--- src/rtl/isa_target.sv ---
module isa_target #(
  parameter int ADDR_W     = 24,
  parameter int DATA_W     = 16,
  parameter int IO_SPACE_W = 16,
  parameter int IO_WIN_W   = 4,
  parameter int MEM_WIN_W  = 8,
  parameter logic [ADDR_W-1:0] IO_BASE  = 24'h000300,
  parameter logic [ADDR_W-1:0] MEM_BASE = 24'h0D0000,
  localparam int REG_AW = (IO_WIN_W > MEM_WIN_W) ? IO_WIN_W : MEM_WIN_W
) (
  input  logic              clk,
  input  logic              rst_n,
  input  logic [ADDR_W-1:0] bus_addr,
  input  logic              bus_ale,
  input  logic              bus_ior_n,
  input  logic              bus_iow_n,
  input  logic              bus_memr_n,
  input  logic              bus_memw_n,
  input  logic [DATA_W-1:0] bus_data_in,
  output logic [DATA_W-1:0] bus_data_out,
  output logic              bus_data_oe,
  output logic [REG_AW-1:0] reg_addr,
  output logic              reg_is_mem,
  output logic [DATA_W-1:0] reg_wdata,
  output logic              reg_wr,
  output logic              reg_rd,
  input  logic [DATA_W-1:0] reg_rdata
);

  // control bits, active high: 4 ale, 3 io read, 2 io write, 1 mem read, 0 mem write
  logic [4:0]        c_m, c_s;
  logic [3:0]        c_p;
  logic [ADDR_W-1:0] a_m, a_s, lat;
  logic [DATA_W-1:0] d_m, d_s, wd, dq;
  logic              oe_q, io_hit, mem_hit;

  always_ff @(posedge clk or negedge rst_n)
    if (!rst_n) begin
      c_m <= '0; c_s <= '0; c_p <= '0;
      a_m <= '0; a_s <= '0; d_m <= '0; d_s <= '0;
    end else begin
      c_m <= {bus_ale, ~bus_ior_n, ~bus_iow_n, ~bus_memr_n, ~bus_memw_n};
      c_s <= c_m;
      c_p <= c_s[3:0];
      a_m <= bus_addr;    a_s <= a_m;
      d_m <= bus_data_in; d_s <= d_m;
    end

  always_ff @(posedge clk or negedge rst_n)
    if (!rst_n)       lat <= '0;
    else if (c_s[4])  lat <= a_s;

  assign io_hit  = lat[IO_SPACE_W-1:IO_WIN_W] == IO_BASE[IO_SPACE_W-1:IO_WIN_W];
  assign mem_hit = lat[ADDR_W-1:MEM_WIN_W]    == MEM_BASE[ADDR_W-1:MEM_WIN_W];

  assign reg_rd = (c_s[3] & ~c_p[3] & io_hit) | (c_s[1] & ~c_p[1] & mem_hit);
  assign reg_wr = (~c_s[2] & c_p[2] & io_hit) | (~c_s[0] & c_p[0] & mem_hit);
  assign reg_is_mem = c_s[1] | c_s[0] | c_p[0];
  assign reg_addr   = lat[REG_AW-1:0];
  assign reg_wdata  = wd;

  always_ff @(posedge clk or negedge rst_n)
    if (!rst_n)                wd <= '0;
    else if (c_s[2] | c_s[0])  wd <= d_s;

  always_ff @(posedge clk or negedge rst_n)
    if (!rst_n) begin
      oe_q <= 1'b0;
      dq   <= '0;
    end else begin
      oe_q <= (c_s[3] & io_hit) | (c_s[1] & mem_hit);
      if (reg_rd) dq <= reg_rdata;
    end

  assign bus_data_oe  = oe_q;
  assign bus_data_out = dq;

endmodule


--- config.mk ---
export PLATFORM = sky130hd
export DESIGN_NAME = isa_target
export DESIGN_NICKNAME = d
export VERILOG_FILES = /design/src/rtl/isa_target.sv
export SDC_FILE = /design/constraint.sdc
export NUM_CORES = 1
export LEC_CHECK = 0
export BUFFER_PORTS_ARGS = -buffer_cell sky130_fd_sc_hd__buf_2
export CAP_MARGIN = 20
export CORE_ASPECT_RATIO = 0.7
export CORE_MARGIN = 2
export CORE_UTILIZATION = 40
export CTS_CLUSTER_SIZE = 8
export DETAILED_ROUTE_END_ITERATION = 8
export GPL_TIMING_DRIVEN = 0
export SETUP_SLACK_MARGIN = 0.5
export SLEW_MARGIN = 25
export SYNTH_ARGS = -nofsm -noshare
export SYNTH_HDL_FRONTEND = slang
export SYNTH_SLANG_ARGS = --single-unit
--- constraint.sdc ---
create_clock -name clk -period 1.85 [get_ports clk]
set_input_delay 0.555 -clock clk [delete_from_list [all_inputs] [get_ports clk]]
set_output_delay 0.555 -clock clk [all_outputs]
set_load 0.005 [all_outputs]
Word-level counts from Yosys, hierarchy flattened
Cells that the tools add are included.

Shifts and indexed selects: 0. Bitwise logic cells: 24. Muxes and demuxes: 0. Div/mod/pow operators: 0. Eq/ne operators: 2. Multipliers: 0. Reductions and logical operators: 0. Order comparisons: 0. Add/subtract/negate cells: 0.

Operators with widths (number): 16-bit by 12-bit == test with 1-bit output, second input constant (1); 12-bit by 6-bit == test with 1-bit output, second input constant (1); 1-bit bitwise AND (10); 1-bit NOT (8); 1-bit OR (6).

RAM bits: 0. Latch bits: 0. Output and inout bits: 44. Memories: 0. Memory bits (read-only): 0. Flip-flop bits (word level): 151. Input bits: 63. Logic and storage cells: 37.

Longest topological paths before layout
Gate-level depths: netlist of the first run.

Word-level depth: 4. Gate-level depth with buffers: 5. Mapped depth without buffers: 4.

Worst setup path before layout of the first run
No wires, ideal clock.

Kind: register to register. Start point: reg lat[6]. End point: reg dq[10] (netlist: bus_data_out[10]). Setup time: 125 ps. Slack: 43 ps. Data arrival time: 1682 ps. Path buffers: 1. Stages on the path, launching flop included: 6. Clock period less this slack: 1807 ps. Required time: 1725 ps. Cells stage by stage: dfrtp_1 > and4bb_2 > nand3_2 > o32ai_4 > buf_12 > mux2_4.

Longest elaborated chain between the ends: 3.

Ends and longest elaborated chain: from (decl) (line 33) `logic [ADDR_W-1:0] a_m, a_s, lat;`; from (signal assigned) (line 51) `else if (c_s[4]) lat <= a_s;`; 12-bit by 6-bit == test with 1-bit output (line 53) `assign io_hit = lat[IO_SPACE_W-1:IO_WIN_W] == IO_BASE[IO_SPACE_W-1:IO_WIN_W];`; 1-bit bitwise AND (line 56) `assign reg_rd = (c_s[3] & ~c_p[3] & io_hit) | (c_s[1] & ~c_p[1] & mem_hit);`; 1-bit OR (line 56); to (signal assigned) (line 72) `if (reg_rd) dq <= reg_rdata;`; to (decl) (line 34) `logic [DATA_W-1:0] d_m, d_s, wd, dq;`.

No other way between the ends. A chain may end at the register's enable or synchronous reset.

Worst setup path in the final report of the first run
Start point: reg lat[11]. End point: out reg_rd.

Longest elaborated chain between the ends: 3. Elaborated cells on any way between the ends: 5. Classes of those cells: eq/ne (2); bitwise (3).

Ends and longest elaborated chain: 16-bit by 12-bit == test with 1-bit output / 12-bit by 6-bit == test with 1-bit output (equally long branches) (line 54, 53); 1-bit bitwise AND (line 56); 1-bit OR (*) (line 56); to (decl) (line 26) `output logic reg_rd,`.

Mark *: on every way between the ends. The rest lies on a longest branch, timed or not.

==> summary.log, run 1 <==
INFO  critical_path  critical_path_arrival=1.70ns
INFO  grt            grt_start_max_net_pins=79
INFO  timing         finalHoldViolations=0
INFO  drt            vias_per_cell=4.31
INFO  timing         fin_skew=0.00838ns
INFO  place          placed_area=5510µm²
INFO  pwr            p_clk_frac=0.451
INFO  cells_and_area n_fill_cell=938
INFO  pwr            power.combinational.fraction=0.057
INFO  drt            dr_pass1_iterations=4
INFO  critical_path  timing.rr.end=bus_data_out[13]
INFO  synthesis      synth-seq-cells=151
INFO  min_path       hold_class=input pin to async pin
INFO  pwr            p_sw=0.00166W
INFO  critical_path  critical_path_endpoint_category=primary output
INFO  cells_and_area post_layout_nonfiller_instances=562
INFO  grt            gr-total-overflow=0
INFO  timing         timing.slew.headroom=0.630
INFO  clocking       tritoncts.num_buffers=17
INFO  synthesis      synthCells=246
INFO  synthesis      postSynthAreaPerCell=19.3µm²
INFO  synthesis      postSynthNetCount=309
INFO  timing         rsz0062_at_grt=true
INFO  place          detailedPlacementHpwl=4930µm
INFO  pwr            cell_internal_pwr=0.00562W
INFO  synthesis      synth_sequential_area_ratio=0.796
INFO  critical_path  timing_worst_setup_path_type=flip-flop to primary output
INFO  cells_and_area antenna_cells_inserted=0
INFO  floorplan      io-pin-count=107
INFO  clocking       cts.root.buffer_cell=clkbuf_16
INFO  pwr            power.switching_fraction=0.228
INFO  clocking       clock_insertion_delay_worst_skew=0.41ns
INFO  cells_and_area areaGrowthSynthToFinish=36.6%
INFO  synthesis      synth_largest_area_cell=dfrtp_1
INFO  critical_path  timing.critical_path.from_type=flip-flop
INFO  cells_and_area final_nets=455
INFO  clocking       htree_num_levels=4
INFO  clocking       cts_num_sinks=151
INFO  drt            ant_nets=0
INFO  timing         final_critical_path_setup_slack=-0.407ns
INFO  critical_path  crit_required=1.29ns
INFO  critical_path  r2r_cells=8
INFO  drt            route.detailed.wl_per_inst=14.2µm
INFO  place          numPlacedInstances=510
INFO  floorplan      design.die.area=12800µm²
INFO  pwr            irDropWorstVdd=0.659mV
INFO  grt            grt_usage=0.134
INFO  cells_and_area post_route_cells_drive_above_1_share=0.588
INFO  grt            via_count_of_the_first_global_routing_pass=2550
INFO  flow_run       max_cap_violations=0
INFO  timing         timing.final.setup_violations=18
INFO  timing         period_needed=2.26ns
INFO  cells_and_area design_area=6480µm²
INFO  critical_path  crit-reg2reg-launch=lat[11]
INFO  critical_path  worst-path-max-fanout=2
INFO  floorplan      placeableCoreArea=11600µm²
INFO  drt            wirelength=7960µm
INFO  grt            global_route_wire_length_before_repair=12700µm
INFO  grt            antenna_found_initial=0
INFO  place          globalplace.congestion=0.649
INFO  floorplan      rows=33
INFO  pwr            power.density=1120nW/µm²
INFO  synthesis      yosys_warnings=0
INFO  floorplan      vertical_extent_of_the_die=95.1µm
INFO  outcome        violations=negative setup slack
INFO  timing         worst_pin_slew=0.555ns
INFO  drt            drcViolationCount=0
INFO  synthesis      post-synth-top-area-fraction=0.796
INFO  floorplan      start_util=0.408
INFO  synthesis      synth_cell_types=23
INFO  clocking       cts_buffer_depth=2
INFO  synthesis      ys_top_cells_by_area=dfrtp_1 80%, mux2_2 11%, mux2_4 3.2%, buf_4 1.3%, o32ai_4 0.58%
INFO  cells_and_area final_util=0.557
INFO  clocking       tritoncts=done
INFO  synthesis      syn_area=4750µm²
INFO  pwr            p_seq_frac=0.492
INFO  floorplan      floorplan.die.width=134µm
INFO  place          io_buffer_count=106
INFO  critical_path  reg2reg_slack=-0.21ns
INFO  timing         fmax=0.443GHz
INFO  outcome        run_status=complete, but fails checks
INFO  timing         final_min_period_over_clock_period=1.22
INFO  clocking       clk_transition_reported_paths=0.06ns
INFO  timing         maxSlewViolCount=0
INFO  drt            drt_first_iter_violations=61
INFO  drt            dr_total_vias=2422
INFO  pwr            cellLeakagePower=3.06nW
per-stage QoR:
stage	worst slack [ns]	total power (W)	setup TNS, ns	hold WS, ns
final	-0.407	0.00729	-3.52	0.111
after floorplan	0.0526	0.00376	0	0.259
after global placement	-1.83	0.00397	-278.46	0.332
after detailed placement	-0.272	0.00399	-3.60	0.335
after global routing	-0.496	0.00759	-4.87	0.136
after CTS	-0.397	0.00738	-3.16	0.124
timing repair:
action	4_1_cts	5_1_grt
gates resized for setup	42	4
gates cloned	1	0
setup endpoints to repair	90	71
hold buffers	0	0
pin swaps	8	9
buffers inserted	12	7
cells in the final DEF (no fill, tap or decap), types with 4 or more instances in the layout:
cell,n
clkinvlp_4,4
buf_6,20
mux2_4,16
buf_12,4
dfrtp_1,151
inv_1,4
buf_2,98
mux2_2,40
clkbuf_16,17
buf_4,12
state kept, by name, summed over array words and instances, names as in the netlist:
name / count
bus_data_out: 16
c_p: 4
a_m: 24
c_m: 5
d_s: 16
lat: 24
a_s: 24
reg_wdata: 16
bus_data_oe: 1
c_s: 5
d_m: 16
power by group through the flow:
stage	registers, W	logic (W)	clock network [W]
after detailed placement	0.00363	0.000362	0
after floorplan	0.00361	0.000151	0
after CTS	0.00358	0.000419	0.00338
final	0.00358	0.000416	0.00329
after global routing	0.00360	0.000460	0.00353
after global placement	0.00363	0.000346	0
per-layer routing:
metal | track usage | vias up | part of all wire
met5 | 0 | - | 0
met4 | 0.0588 | 0 | 0.011
met3 | 0.0622 | 10 | 0.081
met2 | 0.186 | 81 | 0.43
met1 | 0.181 | 1209 | 0.47
li1 | - | 1122 | -
worst max-delay path, stage by stage, from the launching register on:
cell,delay [ns]
dfrtp_1,0.41
nor4_4,0.33
nand2_2,0.13
o32ai_4,0.26
buf_2,0.16
cells in the mapped netlist:
| library cell | instances |
|---|---|
| nand3_2 | 1 |
| nand3b_1 | 1 |
| o32ai_1 | 1 |
| dfrtp_1 | 151 |
| inv_1 | 4 |
| buf_12 | 1 |
| and4bb_2 | 2 |
| nand4_1 | 3 |
| mux2_2 | 46 |
| or3_1 | 1 |
| buf_2 | 1 |
| o32ai_4 | 1 |
| nor2_1 | 4 |
| mux2_4 | 10 |
| nand2_2 | 1 |
| nor4_2 | 1 |
| buf_4 | 8 |
| nand4b_1 | 1 |
| nor4bb_1 | 1 |
| a21oi_1 | 2 |
| clkbuf_1 | 3 |
| nor4b_2 | 1 |
| nor2b_1 | 1 |
logic make-up after synthesis:
family	Yosys count	synth area share
AOI/OAI and AO/OA	4	0.00976
and+or+nand+nor	18	0.0298
buffers and inverters	17	0.0235
muxes	56	0.141
DFF	151	0.796
worst max path at each step:
stage / to / cells past startpoint / start / slack [ns]
after global placement: bus_data_out[11] / 1 / rst_n / -1.83
final: reg_rd / 4 / lat[11] / -0.41
after global routing: reg_rd / 4 / lat[20] / -0.50
after detailed placement: bus_data_out[7] / 5 / lat[11] / -0.27
after CTS: reg_rd / 4 / lat[21] / -0.40
after floorplan: bus_data_out[10] / 5 / lat[11] / 0.05
cell type report:
class,count,area [µm²],area share
multi-input cells,78,937,0.145
clock inverters,14,143,0.0220
clock buffers,18,429,0.0662
inverters,4,15.0,0.00232
flip-flops and latches,151,3780,0.583
repair buffers,127,845,0.130
plain buffers,13,139,0.0214
well taps,157,196,0.0303
Note: power is estimated with default switching activity, not from simulation.
==> run 2: changes to the inputs <==
- ABC_AREA: unset -> 1
- CELL_PAD_IN_SITES_DETAIL_PLACEMENT: unset -> 0
- CELL_PAD_IN_SITES_GLOBAL_PLACEMENT: unset -> 1
- CORE_UTILIZATION: 40 -> 39
- CTS_CLUSTER_SIZE: 8 -> 25
- PLACE_DENSITY_LB_ADDON: unset -> 0.1
==> run 2 against run 1 <==
The run still ends with negative setup slack left. Largest power group is now the clock network. Via count is 11% higher. Utilization decreased by 0.23 points. Largest cell class unchanged. Highest routed layer unchanged. Synthesized cell count is 22% higher. Power grew 4.4%.
==> summary.log, run 2 <==
INFO  grt            gr-total-overflow=0 [unchanged]
INFO  critical_path  worst-path-buf-inv=7 [+6]
INFO  grt            antenna_found_initial=0 [unchanged]
INFO  pwr            irDropWorstVdd=0.767mV [+16%]
INFO  critical_path  worst_path_most_repeated_cell=buf_6
INFO  timing         timing.slew.headroom=0.683 [+0.0533]
INFO  timing         finalHoldViolations=0 [unchanged]
INFO  clocking       cts.root.buffer_cell=clkbuf_16
INFO  synthesis      cell_with_the_most_instances_after_synthesis=dfrtp_1
INFO  synthesis      yosys_warnings=0 [unchanged]
INFO  cells_and_area leading_cell_type_in_the_layout_fill_and_taps_excluded=dfrtp_1
INFO  flow_run       max_cap_violations=0 [unchanged]
INFO  synthesis      synth_largest_area_cell=dfrtp_1
INFO  critical_path  critical_path_endpoint_category=primary output
INFO  timing         fmax=0.471GHz [+6.3%]
INFO  critical_path  crit_required=1.29ns [about the same]
INFO  synthesis      synth_cell_types=19 [-17%]
INFO  timing         tns_setup=-1.22ns [+2.30 ns]
INFO  place          globalplace.congestion=0.690 [+6.4%]
INFO  critical_path  timing_worst_setup_path_type=flip-flop to primary output
INFO  floorplan      start_util=0.405 [-0.00288]
INFO  synthesis      syn_area=4800µm² [+1.1%]
INFO  pwr            power.density=1160nW/µm² [+3.0%]
INFO  drt            drcViolationCount=0 [unchanged]
INFO  timing         final_critical_path_setup_slack=-0.273ns [+0.134 ns]
INFO  clocking       cts_num_sinks=151 [unchanged]
INFO  synthesis      postSynthAreaPerCell=15.9µm² [-17%]
INFO  cells_and_area post_route_cells_drive_above_1_share=0.484 [-0.104]
INFO  cells_and_area n_fill_cell=1004 [+7.0%]
INFO  drt            ant_nets=0 [unchanged]
INFO  pwr            cellLeakagePower=3.08nW [+0.59%]
INFO  clocking       htree_num_levels=4 [unchanged]
INFO  cells_and_area antenna_cells_inserted=0 [unchanged]
INFO  drt            wirelength=8430µm [+5.9%]
INFO  timing         rsz0062_at_grt=true
INFO  critical_path  crit_chain=buf_4, buf_6, buf_6, buf_6, buf_6, buf_4, buf_6
INFO  synthesis      yosys_most_used_dff=dfrtp_1
INFO  grt            grt_usage=0.145 [+0.0106]
INFO  drt            drt_first_iter_violations=82 [+34%]
INFO  drt            dr_pass1_iterations=6 [+2]
INFO  critical_path  slowest_delay=0.39ns [-0.02 ns]
INFO  cells_and_area area_taken_by_multi_input_logic_gates=905µm² [-3.5%]
INFO  floorplan      io-pin-count=107 [unchanged]
INFO  clocking       tritoncts.num_buffers=17 [unchanged]
INFO  synthesis      synthTopCellsByCount=151 x dfrtp_1, 37 x nand2_1, 24 x mux2_1, 16 x nand3_1, 15 x mux2_2
INFO  grt            global_route_wire_length_before_repair=14200µm [+12%]
INFO  cells_and_area post_layout_nonfiller_instances=624 [+11%]
INFO  cells_and_area final_nets=518 [+14%]
INFO  drt            vias_per_cell=4.29 [-0.42%]
INFO  clocking       tritoncts=done
INFO  cells_and_area layout.cells.most_common_list=151 x dfrtp_1, 98 x buf_2, 32 x nand2_1
INFO  timing         worst_pin_slew=0.475ns [-0.0799 ns]
INFO  place          io_buffer_count=106 [unchanged]
INFO  grt            grt_start_max_net_pins=90 [+14%]
INFO  synthesis      postSynthNetCount=364 [+18%]
INFO  synthesis      ys_top_cells_by_area=dfrtp_1 79%, mux2_1 5.6%, mux2_2 3.5%, nand2_1 2.9%, nand3_1 1.7%
INFO  critical_path  critPathTopFamily=buffers and inverters
INFO  floorplan      floorplan.die.width=137µm [+1.8%]
INFO  drt            route.detailed.wl_per_inst=13.5µm [-4.6%]
INFO  synthesis      synth-seq-cells=151 [unchanged]
INFO  min_path       hold_class=input pin to async pin
INFO  outcome        run_status=complete, but fails checks
INFO  timing         period_needed=2.12ns [-0.134 ns]
INFO  timing         final_min_period_over_clock_period=1.15 [-0.0724]
INFO  floorplan      vertical_extent_of_the_die=96.8µm [+1.7%]
INFO  cells_and_area areaGrowthSynthToFinish=37.0%
INFO  critical_path  timing.critical_path.from_type=flip-flop
INFO  clocking       clock_insertion_delay_worst_skew=0.41ns [about the same]
INFO  place          numPlacedInstances=565 [+11%]
INFO  synthesis      synth_edf_count=0 [unchanged]
INFO  place          detailedPlacementHpwl=5210µm [+5.7%]
INFO  floorplan      design.die.area=13200µm² [+3.5%]
INFO  grt            via_count_of_the_first_global_routing_pass=2860 [+12%]
INFO  clocking       clk_transition_reported_paths=0.06ns [about the same]
INFO  timing         maxSlewViolCount=0 [unchanged]
INFO  critical_path  worst-path-max-fanout=2 [unchanged]
INFO  outcome        violations=negative setup slack
INFO  timing         timing.final.setup_violations=13 [-5]
INFO  timing         fin_skew=0.00800ns [-0.000384 ns]
INFO  synthesis      postSynth.asyncResetShare=1.00 [unchanged]
INFO  synthesis      post-synth-top-area-fraction=0.788 [-0.00831]
INFO  floorplan      placeableCoreArea=11900µm² [+1.8%]
INFO  clocking       cts_buffer_depth=2 [unchanged]
INFO  cells_and_area seq_area=3780µm² [unchanged]
INFO  drt            dr_total_vias=2678 [+11%]
INFO  synthesis      synthCells=301 [+22%]
INFO  synthesis      synth_sequential_area_ratio=0.788 [-0.00831]
INFO  critical_path  critPathSlowestCell=dfrtp_1
INFO  critical_path  critical_path_arrival=1.57ns [-0.13 ns]
INFO  floorplan      rows=33 [unchanged]
INFO  cells_and_area top_regs=a_m (24), a_s (24), lat (24)
[run 2: cell count changes after synthesis, moves of 8 or more]
| cell | delta |
|---|---|
| mux2_1 | +24 |
| mux2_2 | -31 |
| mux2_4 | -10 |
| nand2_1 | +37 |
| nand2_2 | +8 |
| nand3_1 | +16 |
[run 2: layout make-up]
cell class / instances / area share
Timing Repair Buffer: 135 / 0.132
Multi-Input combinational cell: 123 / 0.138
Sequential cell: 151 / 0.575
Clock buffer: 17 / 0.0647
Tap cell: 157 / 0.0299
Clock inverter: 14 / 0.0305
Inverter: 12 / 0.00686
Buffer: 15 / 0.0229
[run 2: cell families (layout without fill, tap and decap cells)]
logic type             Yosys count  count (layout)  synth area share
AOI/OAI and AO/OA                3               3           0.00365
and+or+nand+nor                 81              81            0.0843
buffers and inverters           27             193            0.0326
muxes                           39              39            0.0916
DFF                            151             151             0.788
[run 2: timing repair]
| action | 4_1_cts | 5_1_grt |
|---|---|---|
| setup endpoints to repair | 82 | 64 |
| hold buffers | 0 | 0 |
| pin swaps | 8 | 3 |
| buffers inserted | 20 | 7 |
| gates resized for setup | 36 | 10 |
| gates cloned | 1 | 0 |
[run 2: metrics by stage]
| stage | util | hold WS [ns] | setup slack, ns | power (W) | cell area, µm² |
|---|---|---|---|---|---|
| detailed placement | 0.470 | 0.335 | -0.0521 | 0.00399 | 5570 |
| global route | 0.554 | 0.0876 | -0.335 | 0.00794 | 6570 |
| finish | 0.554 | 0.0667 | -0.273 | 0.00761 | 6570 |
| floorplan | - | 0.259 | 0.245 | 0.00376 | 4800 |
| global placement | 0.467 | 0.331 | -1.91 | 0.00397 | 5530 |
| CTS | 0.548 | 0.0740 | -0.290 | 0.00771 | 6490 |
[run 2: per-layer routing]
layer  track usage  vias to the layer above  wire (µm)
li1              -                     1277          -
met1         0.189                     1332       3920
met2         0.213                       58       3990
met3        0.0524                       11        388
met4        0.0689                        0        133
met5             0                        -          0
[run 2: power by group]
part           switching [W]  internal, W
registers          0.0000783      0.00349
clock network        0.00133      0.00226
logic               0.000194     0.000248
total                0.00160      0.00601
[run 2: final timing paths]
| check | depth (start not counted) | startpoint | end | slack [ns] |
|---|---|---|---|---|
| max in group asynchronous | 2 | rst_n | a_m[5] | 1.01 |
| setup / recovery | 7 | lat[6] | reg_addr[6] | -0.27 |
| hold reg to reg | 0 | a_m[5] | a_s[5] | 0.34 |
| min in group clk | 1 | bus_data_in[10] | d_m[10] | 0.25 |
| hold / removal | 1 | rst_n | d_m[10] | 0.07 |
| setup reg to reg | 13 | lat[4] | bus_data_out[10] | -0.06 |
